[src/rtl/bra_pkg.sv]
package bra_pkg;

    typedef enum logic [1:0] {
        S_IDLE,
        S_HOLD,
        S_ARMED,
        S_BURST
    } bra_state_e;

    // Total clock pulses in one burst for a trailing-pulse code.
    function automatic int unsigned burst_len(input logic [1:0] code, input int unsigned res);
        case (code)
            2'd1:    return res + 2;
            2'd2:    return res + 3;
            default: return res + 1;
        endcase
    endfunction

endpackage

[src/rtl/bra_sync.sv]
module bra_sync #(
    parameter int    STAGES   = 2,
    parameter logic  RST_VAL  = 1'b1
) (
    input  logic clk,
    input  logic rst_n,
    input  logic d_i,
    output logic q_o
);
    logic [STAGES-1:0] chain_q;

    always_ff @(posedge clk or negedge rst_n) begin
        if (!rst_n) chain_q <= {STAGES{RST_VAL}};
        else        chain_q <= {chain_q[STAGES-2:0], d_i};
    end

    assign q_o = chain_q[STAGES-1];
endmodule

[src/rtl/bra_hold_timer.sv]
module bra_hold_timer #(
    parameter int TICKS = 2048
) (
    input  logic clk,
    input  logic rst_n,
    input  logic run_i,
    input  logic clear_i,
    output logic done_o
);
    localparam int HW = (TICKS > 1) ? $clog2(TICKS) : 1;

    logic [HW-1:0] cnt_q;

    always_ff @(posedge clk or negedge rst_n) begin
        if (!rst_n)                  cnt_q <= '0;
        else if (clear_i || !run_i)  cnt_q <= '0;
        else if (!done_o)            cnt_q <= cnt_q + 1'b1;
    end

    assign done_o = run_i && !clear_i && (cnt_q == HW'(TICKS - 1));
endmodule

[src/rtl/bridge_adc_reader.sv]
module bridge_adc_reader #(
    parameter int RES         = 24,
    parameter int OUT_W       = 32,
    parameter int PERIOD      = 32,
    parameter int HIGH        = 16,
    parameter int SAMPLE_OFS  = 8,
    parameter int PD_TICKS    = 2048,
    parameter int SYNC_STAGES = 2
) (
    input  logic             clk,
    input  logic             rst_n,
    input  logic             start_i,
    input  logic             stop_i,
    input  logic             single_i,
    input  logic [1:0]       mode_i,
    input  logic             sdat_i,
    output logic             sck_o,
    output logic [OUT_W-1:0] data_o,
    output logic             valid_o,
    output logic             err_o
);
    import bra_pkg::*;

    localparam int TICK_W = $clog2(PERIOD);
    localparam int BIT_W  = $clog2(RES + 1);
    localparam int PCNT_W = $clog2(RES + 4);
    localparam int EXT_W  = OUT_W - RES;

    bra_state_e        state_q, state_d;
    logic              sdat_s, sprev_q, ready_fall;
    logic              hold_done;
    logic              t_stop, t_start, t_ready, t_end, t_hold_done;
    logic              sck_q, single_q, abandon_q, valid_q, err_q;
    logic [TICK_W-1:0] tick_q;
    logic [PCNT_W-1:0] fall_q, pulses_q;
    logic [BIT_W-1:0]  bits_q;
    logic [RES-1:0]    shreg_q;
    logic [OUT_W-1:0]  data_q;
    logic              cap_now, burst_last;
    logic [BIT_W-1:0]  bits_after;

    bra_sync #(.STAGES(SYNC_STAGES), .RST_VAL(1'b1)) u_sync (
        .clk(clk), .rst_n(rst_n), .d_i(sdat_i), .q_o(sdat_s)
    );

    bra_hold_timer #(.TICKS(PD_TICKS)) u_hold (
        .clk(clk), .rst_n(rst_n), .run_i(state_q == S_HOLD),
        .clear_i(t_stop), .done_o(hold_done)
    );

    assign ready_fall = sprev_q && !sdat_s;
    assign cap_now    = (tick_q == TICK_W'(SAMPLE_OFS)) && (bits_q < BIT_W'(RES)) && !abandon_q;
    assign bits_after = bits_q + BIT_W'(cap_now);
    assign burst_last = (tick_q == TICK_W'(PERIOD - 1)) && (fall_q == pulses_q);

    // Transition conditions and next state
    always_comb begin
        t_stop      = stop_i;
        t_start     = start_i && !stop_i && (state_q == S_IDLE || state_q == S_ARMED);
        t_ready     = (state_q == S_ARMED) && !stop_i && !start_i && ready_fall;
        t_end       = (state_q == S_BURST) && !stop_i && burst_last;
        t_hold_done = (state_q == S_HOLD) && !stop_i && hold_done;
        state_d     = state_q;
        unique case (state_q)
            S_IDLE:  if (t_start)     state_d = S_ARMED;
            S_HOLD:  if (t_hold_done) state_d = S_IDLE;
            S_ARMED: if (t_ready)     state_d = S_BURST;
            S_BURST: if (t_end)       state_d = single_q ? S_HOLD : S_ARMED;
        endcase
        if (t_stop) state_d = S_HOLD;
    end

    // State register
    always_ff @(posedge clk or negedge rst_n) begin
        if (!rst_n) state_q <= S_IDLE;
        else        state_q <= state_d;
    end

    // Output and datapath registers
    always_ff @(posedge clk or negedge rst_n) begin
        if (!rst_n) begin
            sck_q     <= 1'b1;
            sprev_q   <= 1'b1;
            tick_q    <= '0;
            fall_q    <= '0;
            bits_q    <= '0;
            shreg_q   <= '0;
            abandon_q <= 1'b0;
            pulses_q  <= PCNT_W'(RES + 1);
            single_q  <= 1'b1;
            valid_q   <= 1'b0;
            err_q     <= 1'b0;
            data_q    <= '0;
        end else begin
            valid_q <= 1'b0;
            err_q   <= 1'b0;
            sprev_q <= sdat_s;
            if (t_stop) begin
                sck_q <= 1'b1;
            end else if (t_start) begin
                sck_q    <= 1'b0;
                shreg_q  <= '0;
                bits_q   <= '0;
                pulses_q <= PCNT_W'(burst_len(mode_i, RES));
                single_q <= single_i;
            end else if (t_ready) begin
                sck_q     <= 1'b1;
                tick_q    <= '0;
                fall_q    <= '0;
                bits_q    <= '0;
                shreg_q   <= '0;
                abandon_q <= 1'b0;
            end else if (state_q == S_BURST) begin
                if (cap_now) begin
                    shreg_q[BIT_W'(RES - 1) - bits_q] <= sdat_s;
                    bits_q <= bits_after;
                end
                if (tick_q == TICK_W'(HIGH - 1)) begin
                    sck_q  <= 1'b0;
                    fall_q <= fall_q + 1'b1;
                    if ((fall_q + 1'b1 == PCNT_W'(RES)) && (bits_after < BIT_W'(RES)))
                        abandon_q <= 1'b1;
                end
                if (tick_q == TICK_W'(PERIOD - 1)) begin
                    tick_q <= '0;
                    if (burst_last) begin
                        sck_q <= single_q;
                        if (abandon_q) begin
                            err_q  <= 1'b1;
                            data_q <= {{EXT_W{1'b0}}, shreg_q};
                        end else begin
                            valid_q <= 1'b1;
                            data_q  <= {{EXT_W{shreg_q[RES-1]}}, shreg_q};
                        end
                    end else begin
                        sck_q <= 1'b1;
                    end
                end else begin
                    tick_q <= tick_q + 1'b1;
                end
            end
        end
    end

    assign sck_o   = sck_q;
    assign data_o  = data_q;
    assign valid_o = valid_q;
    assign err_o   = err_q;

    // the two result strobes never coincide
    a_r4_strobe_excl: assert property (@(posedge clk) disable iff (!rst_n)
        valid_o |-> !err_o);
    // stop parks the clock high on the next cycle
    a_r9_stop_high: assert property (@(posedge clk) disable iff (!rst_n)
        stop_i |=> sck_o);
    // clock stays high for the whole hold window
    a_r9_hold_high: assert property (@(posedge clk) disable iff (!rst_n)
        (state_q == S_HOLD) |-> sck_o);
    // falling-edge count never passes the latched pulse count
    a_r3_fall_bound: assert property (@(posedge clk) disable iff (!rst_n)
        (state_q == S_BURST) |-> (fall_q <= pulses_q));
    // a strobe only follows a burst
    a_r7_strobe_src: assert property (@(posedge clk) disable iff (!rst_n)
        (valid_o || err_o) |-> ($past(state_q) == S_BURST));
    // clock level after the burst follows the latched mode
    a_r5_single_park: assert property (@(posedge clk) disable iff (!rst_n)
        ((valid_o || err_o) && single_q) |-> sck_o);
    a_r6_cont_low: assert property (@(posedge clk) disable iff (!rst_n)
        ((valid_o || err_o) && !single_q) |-> !sck_o);
    // an abandoned readout never reports as valid
    a_r8_abandon_no_valid: assert property (@(posedge clk) disable iff (!rst_n)
        abandon_q |-> !valid_o);

endmodule

[config.mk]
export PLATFORM = sky130hd
export DESIGN_NAME = bridge_adc_reader
export DESIGN_NICKNAME = d
export VERILOG_FILES = /design/src/rtl/bra_pkg.sv /design/src/rtl/bra_sync.sv /design/src/rtl/bra_hold_timer.sv /design/src/rtl/bridge_adc_reader.sv
export SDC_FILE = /design/constraint.sdc
export NUM_CORES = 1
export LEC_CHECK = 0
export ABC_CLOCK_PERIOD_IN_PS = 3200
export BUFFER_PORTS_ARGS = -buffer_cell sky130_fd_sc_hd__buf_2
export CORE_MARGIN = 2
export CORE_UTILIZATION = 35
export DETAILED_ROUTE_END_ITERATION = 10
export PLACE_DENSITY = 0.52
export SKIP_CTS_REPAIR_TIMING = 1
export SYNTH_ARGS = -nofsm -noshare
export SYNTH_HDL_FRONTEND = slang
export SYNTH_SLANG_ARGS = --single-unit
[constraint.sdc]
create_clock -name clk -period 3.2 [get_ports clk]
set_input_delay 0 -clock clk [delete_from_list [all_inputs] [get_ports clk]]
set_output_delay 0 -clock clk [all_outputs]
set_load 0.02 [all_outputs]
# After elaboration in Yosys (flattened, before gate mapping)
# Index checks and enable logic that the tools add are counted.
dict set report word_totals {
  in_bits 8
  output_inout_bits 35
  register_bits 97
}
dict set report op_classes {
  n_eq_ne 16
  n_lt_le_gt_ge 4
  n_mux 53
  n_reduce_logical 39
  bitwise_logic 3
  n_addsub 5
}
# cell n
set op_table {}
lappend op_table {{$mux W24} 4}
lappend op_table {{$mux W5} 10}
lappend op_table {{$mux W32} 1}
lappend op_table {{$mux W1} 26}
lappend op_table {{$bwmux W24} 1}
lappend op_table {{$mux W11} 2}
lappend op_table {{$logic_and A1 B1 Y1} 16}
lappend op_table {{$mux W2} 6}
lappend op_table {{$ne A3 B3 Y1 const B} 4}
lappend op_table {{$add A11 B1 Y11 const B} 1}
lappend op_table {{$eq A11 B11 Y1 const B} 1}
lappend op_table {{$add A5 B1 Y5 const B} 2}
lappend op_table {{$eq A5 B4 Y1 const B} 2}
lappend op_table {{$eq A5 B5 Y1 const B} 2}
lappend op_table {{$lt A5 B5 Y1 const B} 2}
lappend op_table {{$pmux W2 S4} 1}
lappend op_table {{$reduce_and A4 Y1} 2}
lappend op_table {{$eq A2 B2 Y1 const B} 3}
lappend op_table {{$lt A5 B6 Y1 const B} 1}
lappend op_table {{$reduce_and A3 Y1} 2}
lappend op_table {{$reduce_and A6 Y1} 1}
lappend op_table {{$reduce_bool A2 Y1} 3}
lappend op_table {{$reduce_bool A3 Y1} 2}
lappend op_table {{$add A5 B1 Y5} 1}
lappend op_table {{15 further kinds} 24}

# Longest topological paths before layout
dict set report logic_depth {
  depth_word 10
  mapped_depth 10
  depth_no_buf 10
}

# Hierarchy
# From an unflattened synthesis, not the netlist that was laid out.
dict set report unflattened {
  cells_unflattened 381
  hier_area_um2 4219.0
}
# module instances area_each_um2 cells_per_inst
set by_module_without_submodules {}
lappend by_module_without_submodules {bridge_adc_reader 1 3594.7 320}
lappend by_module_without_submodules {bra_hold_timer 1 571.8 59}
lappend by_module_without_submodules {bra_sync 1 52.6 2}

# Worst setup path after synthesis
# OpenSTA, ideal clock, no wires.
dict set report synth_timing {
  path_kind {register to register}
  from {register tick_q[0]}
  to {register data_q[10] (netlist: data_o[10])}
  path_buffers 1
  path_stages_with_launch 9
  setup_slack_ns 0.839
  arrival_ns 2.237
  path_cell_list {dfrtp_1 > ha_1 > and3_1 > ha_1 > and4b_1 > nand3_1 > nor2_1 > buf_2 > mux2_2}
}
dict set report synth_between {
  elab_chain_cells 3
}
# element line_no
set synth_lines {}
lappend synth_lines {{start: declaration} bridge_adc_reader.sv:34} ;# logic [TICK_W-1:0] tick_q;
lappend synth_lines {{start signal: assignment} bridge_adc_reader.sv:139} ;# tick_q <= tick_q + 1'b1;
lappend synth_lines {{$eq A5 B5 Y1 (*)} {bridge_adc_reader.sv:54, bridge_adc_reader.sv:124}}
lappend synth_lines {{$logic_and A1 B1 Y1} bridge_adc_reader.sv:54} ;# assign burst_last = (tick_q == TICK_W'(PERIOD - 1)) && (fall_q == pulses_q);
lappend synth_lines {{$reduce_and A6 Y1 (no source line) (*)} n/a}
lappend synth_lines {{end signal: assignment} bridge_adc_reader.sv:130} ;# data_q <= {{EXT_W{1'b0}}, shreg_q};
lappend synth_lines {{end signal: assignment} bridge_adc_reader.sv:133} ;# data_q <= {{EXT_W{shreg_q[RES-1]}}, shreg_q};
lappend synth_lines {{end: declaration} bridge_adc_reader.sv:38} ;# logic [OUT_W-1:0] data_q;
# Mark *: on every way between the ends. The rest lies on a longest branch, timed or not.
# A chain may end at the register's enable or synchronous reset.

# Final worst setup path
dict set report layout_timing {
  from {register tick_q[4]}
  to {register abandon_q}
}
dict set report layout_between {
  elab_chain_cells 8
  elab_cells_between_ends 10
}
# element line_no
set layout_lines {}
lappend layout_lines {{$eq A5 B4 Y1} bridge_adc_reader.sv:52} ;# assign cap_now = (tick_q == TICK_W'(SAMPLE_OFS)) && (bits_q < BIT_W'(RES)) && !abandon_q;
lappend layout_lines {{$logic_and A1 B1 Y1 (2 in series)} bridge_adc_reader.sv:52}
lappend layout_lines {{$add A5 B1 Y5} bridge_adc_reader.sv:53} ;# assign bits_after = bits_q + BIT_W'(cap_now);
lappend layout_lines {{$lt A5 B5 Y1} bridge_adc_reader.sv:121} ;# if ((fall_q + 1'b1 == PCNT_W'(RES)) && (bits_after < BIT_W'(RES)))
lappend layout_lines {{$logic_and A1 B1 Y1} bridge_adc_reader.sv:121}
lappend layout_lines {{$reduce_bool A2 Y1 (no source line)} n/a}
lappend layout_lines {{$reduce_and A5 Y1 (no source line) (*)} n/a}
lappend layout_lines {{end signal: assignment} bridge_adc_reader.sv:88} ;# abandon_q <= 1'b0;
lappend layout_lines {{end signal: assignment} bridge_adc_reader.sv:112} ;# abandon_q <= 1'b0;
lappend layout_lines {{end signal: assignment} bridge_adc_reader.sv:122} ;# abandon_q <= 1'b1;
lappend layout_lines {{end: declaration} bridge_adc_reader.sv:33} ;# logic sck_q, single_q, abandon_q, valid_q, err_q;
# Marked as above.

==> flow_metrics.env <==
export IMPL_outcome="finished with violations"
export IMPL_failed_checks="hold timing"
export IMPL_seqCellArea_um2=2185
export IMPL_gp_congestion=0.7844
export IMPL_syn_nets=382
export IMPL_dieArea_um2=12520
export IMPL_tns_ns=0
export IMPL_cp_cell_sequence="or3b_1 -> a211oi_1 -> ha_1 -> ha_1 -> nand3_1 -> o2111a_1 -> a2111oi_0 -> o21a_1"
export IMPL_grt_max_degree=66
export IMPL_cp_slowest_cell="or3b_1"
export IMPL_combPwrFrac=0.046
export IMPL_start_util=0.3584
export IMPL_skew_ns=0.01090
export IMPL_gr_total_overflow=0
export IMPL_critPathCaptureType="flop"
export IMPL_cts_max_level=3
export IMPL_clock_path_buffers=2
export IMPL_ys_warnings_count=0
export IMPL_track_usage=0.1437
export IMPL_p_sw_uw=535.0
export IMPL_synth_cell_types=52
export IMPL_synth_edf_count=0
export IMPL_async_reset_ff_frac=1.000
export IMPL_globalRouteMet3Util=0.04736
export IMPL_utilization=0.4159
export IMPL_core_um2=11370
export IMPL_multi_input_area_um2=1724
export IMPL_synthFlopType="dfrtp_1"
export IMPL_relSlewSlack=0.4473
export IMPL_nFillCells=1086
export IMPL_setup_viol=0
export IMPL_grt_pass1_vias=2852
export IMPL_dr_pass1_iters=4
export IMPL_clk_latency_ns=0.34
export IMPL_dpl_hpwl_mm=5.765
export IMPL_drc_errors=0
export IMPL_maxCapViolations=0
export IMPL_slew_violations=0
export IMPL_finalHoldViolations=1
export IMPL_hold_slack_ns=-0.02470
export IMPL_p_int_uw=1788
export IMPL_fin_crit_sh=0.7847
export IMPL_crit_type="reg -> reg"
export IMPL_drt_wl_total_mm=8.538
export IMPL_crit_buf_inv=0
export IMPL_ios=43
export IMPL_hold_path_class="in -> reg"
export IMPL_cp_common_cell="ha_1"
export IMPL_ir_drop_mv=0.3667
export IMPL_p_seq_frac=0.491
export IMPL_n_antenna_cell=0
export IMPL_antenna_found_initial=0
export IMPL_startpoint_type="flop"
export IMPL_use_met1=0.1914
export IMPL_via_count=2909
export IMPL_grt_first_pass_wirelength_mm=14.39
export IMPL_cts_buffers=9
export IMPL_syn_inst=365
export IMPL_powerDensity_nw_per_um2=491.4
export IMPL_tritoncts="yes"
export IMPL_drt_wirelength_per_cell_um=15.58
export IMPL_placementRows=39
export IMPL_leakagePower_uw=0.002169
export IMPL_max_stage_delay_ns=0.44
export IMPL_fmax_ghz=0.3982
export IMPL_drtIter0Drc=117
export IMPL_p_sw_frac=0.2302
export IMPL_crit_arrival_ns=2.78
export IMPL_netlist_area_um2=4075
export IMPL_rsz0062_at_grt="no"
export IMPL_use_met2=0.2246
export IMPL_numClockSinks=87
export IMPL_cp_required_ns=3.47
export IMPL_p_clk_frac=0.463
export IMPL_ys_seq_elements=87
export IMPL_port_buffer_count=42
export IMPL_root_buffer="clkbuf_16"
export IMPL_die_x_um=111.9
export IMPL_worstPathMaxFanout=5
export IMPL_area_growth_syn_to_layout_pct=16.03
export IMPL_avgSynthCellArea_um2=11.16
export IMPL_grt_busiest_layer="met2"
export IMPL_worstMarginPinSlew_ns=0.8291
export IMPL_nets=417
export IMPL_fin_crit_ns=2.511
export IMPL_vias_per_cell=5.308
export IMPL_layout_drive_gt1_share=0.2469
export IMPL_antenna_left=0
export IMPL_die_y_um=111.9
export IMPL_ys_seq_area_frac=0.5361
export IMPL_critical_path_top_delay_family="compound AO/OA/AOI/OAI gates"
export IMPL_path_clk_slew_ns=0.06
-- routing by layer --
| metal | up-vias | share of wire |
|---|---|---|
| li1 | 1433 | - |
| met1 | 1422 | 0.48 |
| met2 | 44 | 0.46 |
| met3 | 10 | 0.038 |
| met4 | 0 | 0.015 |
| met5 | - | 0 |
-- tightest hold or removal path, stage by stage --
cell      delay, ns
buf_2          0.14
nand2b_1       0.08
a21oi_1        0.05
-- area by class of cell --
cell class / instances / share of cell area
clock buffer: 10 / 0.05054
clock inverter: 6 / 0.01429
inverter: 9 / 0.007145
multi-input combinational: 241 / 0.3646
sequential: 87 / 0.4620
tap: 143 / 0.03784
timing repair buffer: 52 / 0.06351
-- per-stage QoR --
stage	instance area, um^2	std cells	setup slack, ns	hold WS, ns	total power [uW]
after floorplan	4075	365	0.8386	-0.2956	1217
after global placement	4372	527	0.5966	0.1091	1265
after detailed placement	4372	527	0.6768	0.1101	1268
after CTS	4678	543	0.6429	-0.2496	2346
after global routing	4728	548	0.4965	0.002145	2417
final	4728	548	0.6889	-0.02470	2323
-- synth_stat cells (all sizes together) (3+ instances only) --
master / n / area, um^2
xnor2: 4 / 35.03
nand2b: 4 / 25.02
xor2: 5 / 43.79
clkbuf: 16 / 60.06
a21oi: 8 / 40.04
dfrtp: 81 / 2027
mux2i: 3 / 30.03
o21ai: 34 / 170.2
nand4: 4 / 25.02
and2: 4 / 25.02
a211oi: 4 / 30.03
a211o: 5 / 43.79
mux2: 26 / 292.8
nor2: 23 / 86.33
nor3: 6 / 30.03
dfstp: 6 / 157.7
nand3b: 4 / 30.03
or3: 5 / 31.28
nand2: 23 / 86.33
ha: 9 / 112.6
a2111oi: 3 / 32.53
nand3: 6 / 30.03
inv: 9 / 33.78
buf: 12 / 75.07
o311ai: 26 / 227.7
-- sequential cells by signal, summed over array words and instances (netlist names), 2 cells and up --
register	cells
u_hold.cnt_q	11
shreg_q	24
data_o	25
bits_q	5
pulses_q	2
u_sync.chain_q	2
tick_q	5
fall_q	5
state_q	2
-- layout by cell type, fill, tap and decap left out, types with 3 or more instances in the layout --
cell,Yosys,final
a211o_1,5,5
a211oi_1,4,4
a21oi_1,8,8
and2_1,4,4
buf_2,3,41
buf_4,7,6
clkbuf_16,0,9
dfrtp_1,81,81
dfstp_2,6,6
dlygate4sd3_1,0,5
ha_1,9,9
inv_1,9,9
mux2_2,26,26
mux2i_1,3,3
nand2_1,23,23
nand2b_1,4,4
nand3_1,6,6
nand3b_1,4,4
nand4_1,4,4
nor2_1,23,22
nor3_1,6,6
o21ai_0,10,9
o21ai_1,24,25
o311ai_0,26,26
or3_1,5,5
xnor2_1,4,4
xor2_1,5,5
-- logic make-up (layout without fill, tap and decap cells) --
family,count (synthesis),in the layout,synth area share
buffers and inverters,37,77,0.04145
AOI/OAI and AO/OA,100,100,0.1762
muxes,29,29,0.07921
adders and majority gates,9,9,0.02763
DFF,87,87,0.5361
xor gates and xnor gates,9,9,0.01934
and+or+nand+nor,94,94,0.1200
-- power groups by stage --
stage	Sequential, uW	Combinational, uW	Clock [uW]
2_1_floorplan	1150	62.4	0
3_3_place_gp	1160	104	0
3_5_place_dp	1160	106	0
4_1_cts	1140	106	1100
5_1_grt	1140	127	1150
6_report	1140	107	1070
-- path summary, 6_finish.rpt --
path / from / end / slack, ns / cells past startpoint
max in group asynchronous: rst_n / data_o[20] / 2.10 / 3
worst min register to register: u_sync.chain_q[0] / u_sync.chain_q[1] / 0.36 / 0
min in group asynchronous: rst_n / data_o[10] / 0.30 / 2
worst max register to register: tick_q[4] / abandon_q / 0.69 / 8
worst max-delay path: tick_q[4] / abandon_q / 0.69 / 8
worst min-delay path: start_i / state_q[1] / -0.02 / 3
(Power assumes the default switching activity.)
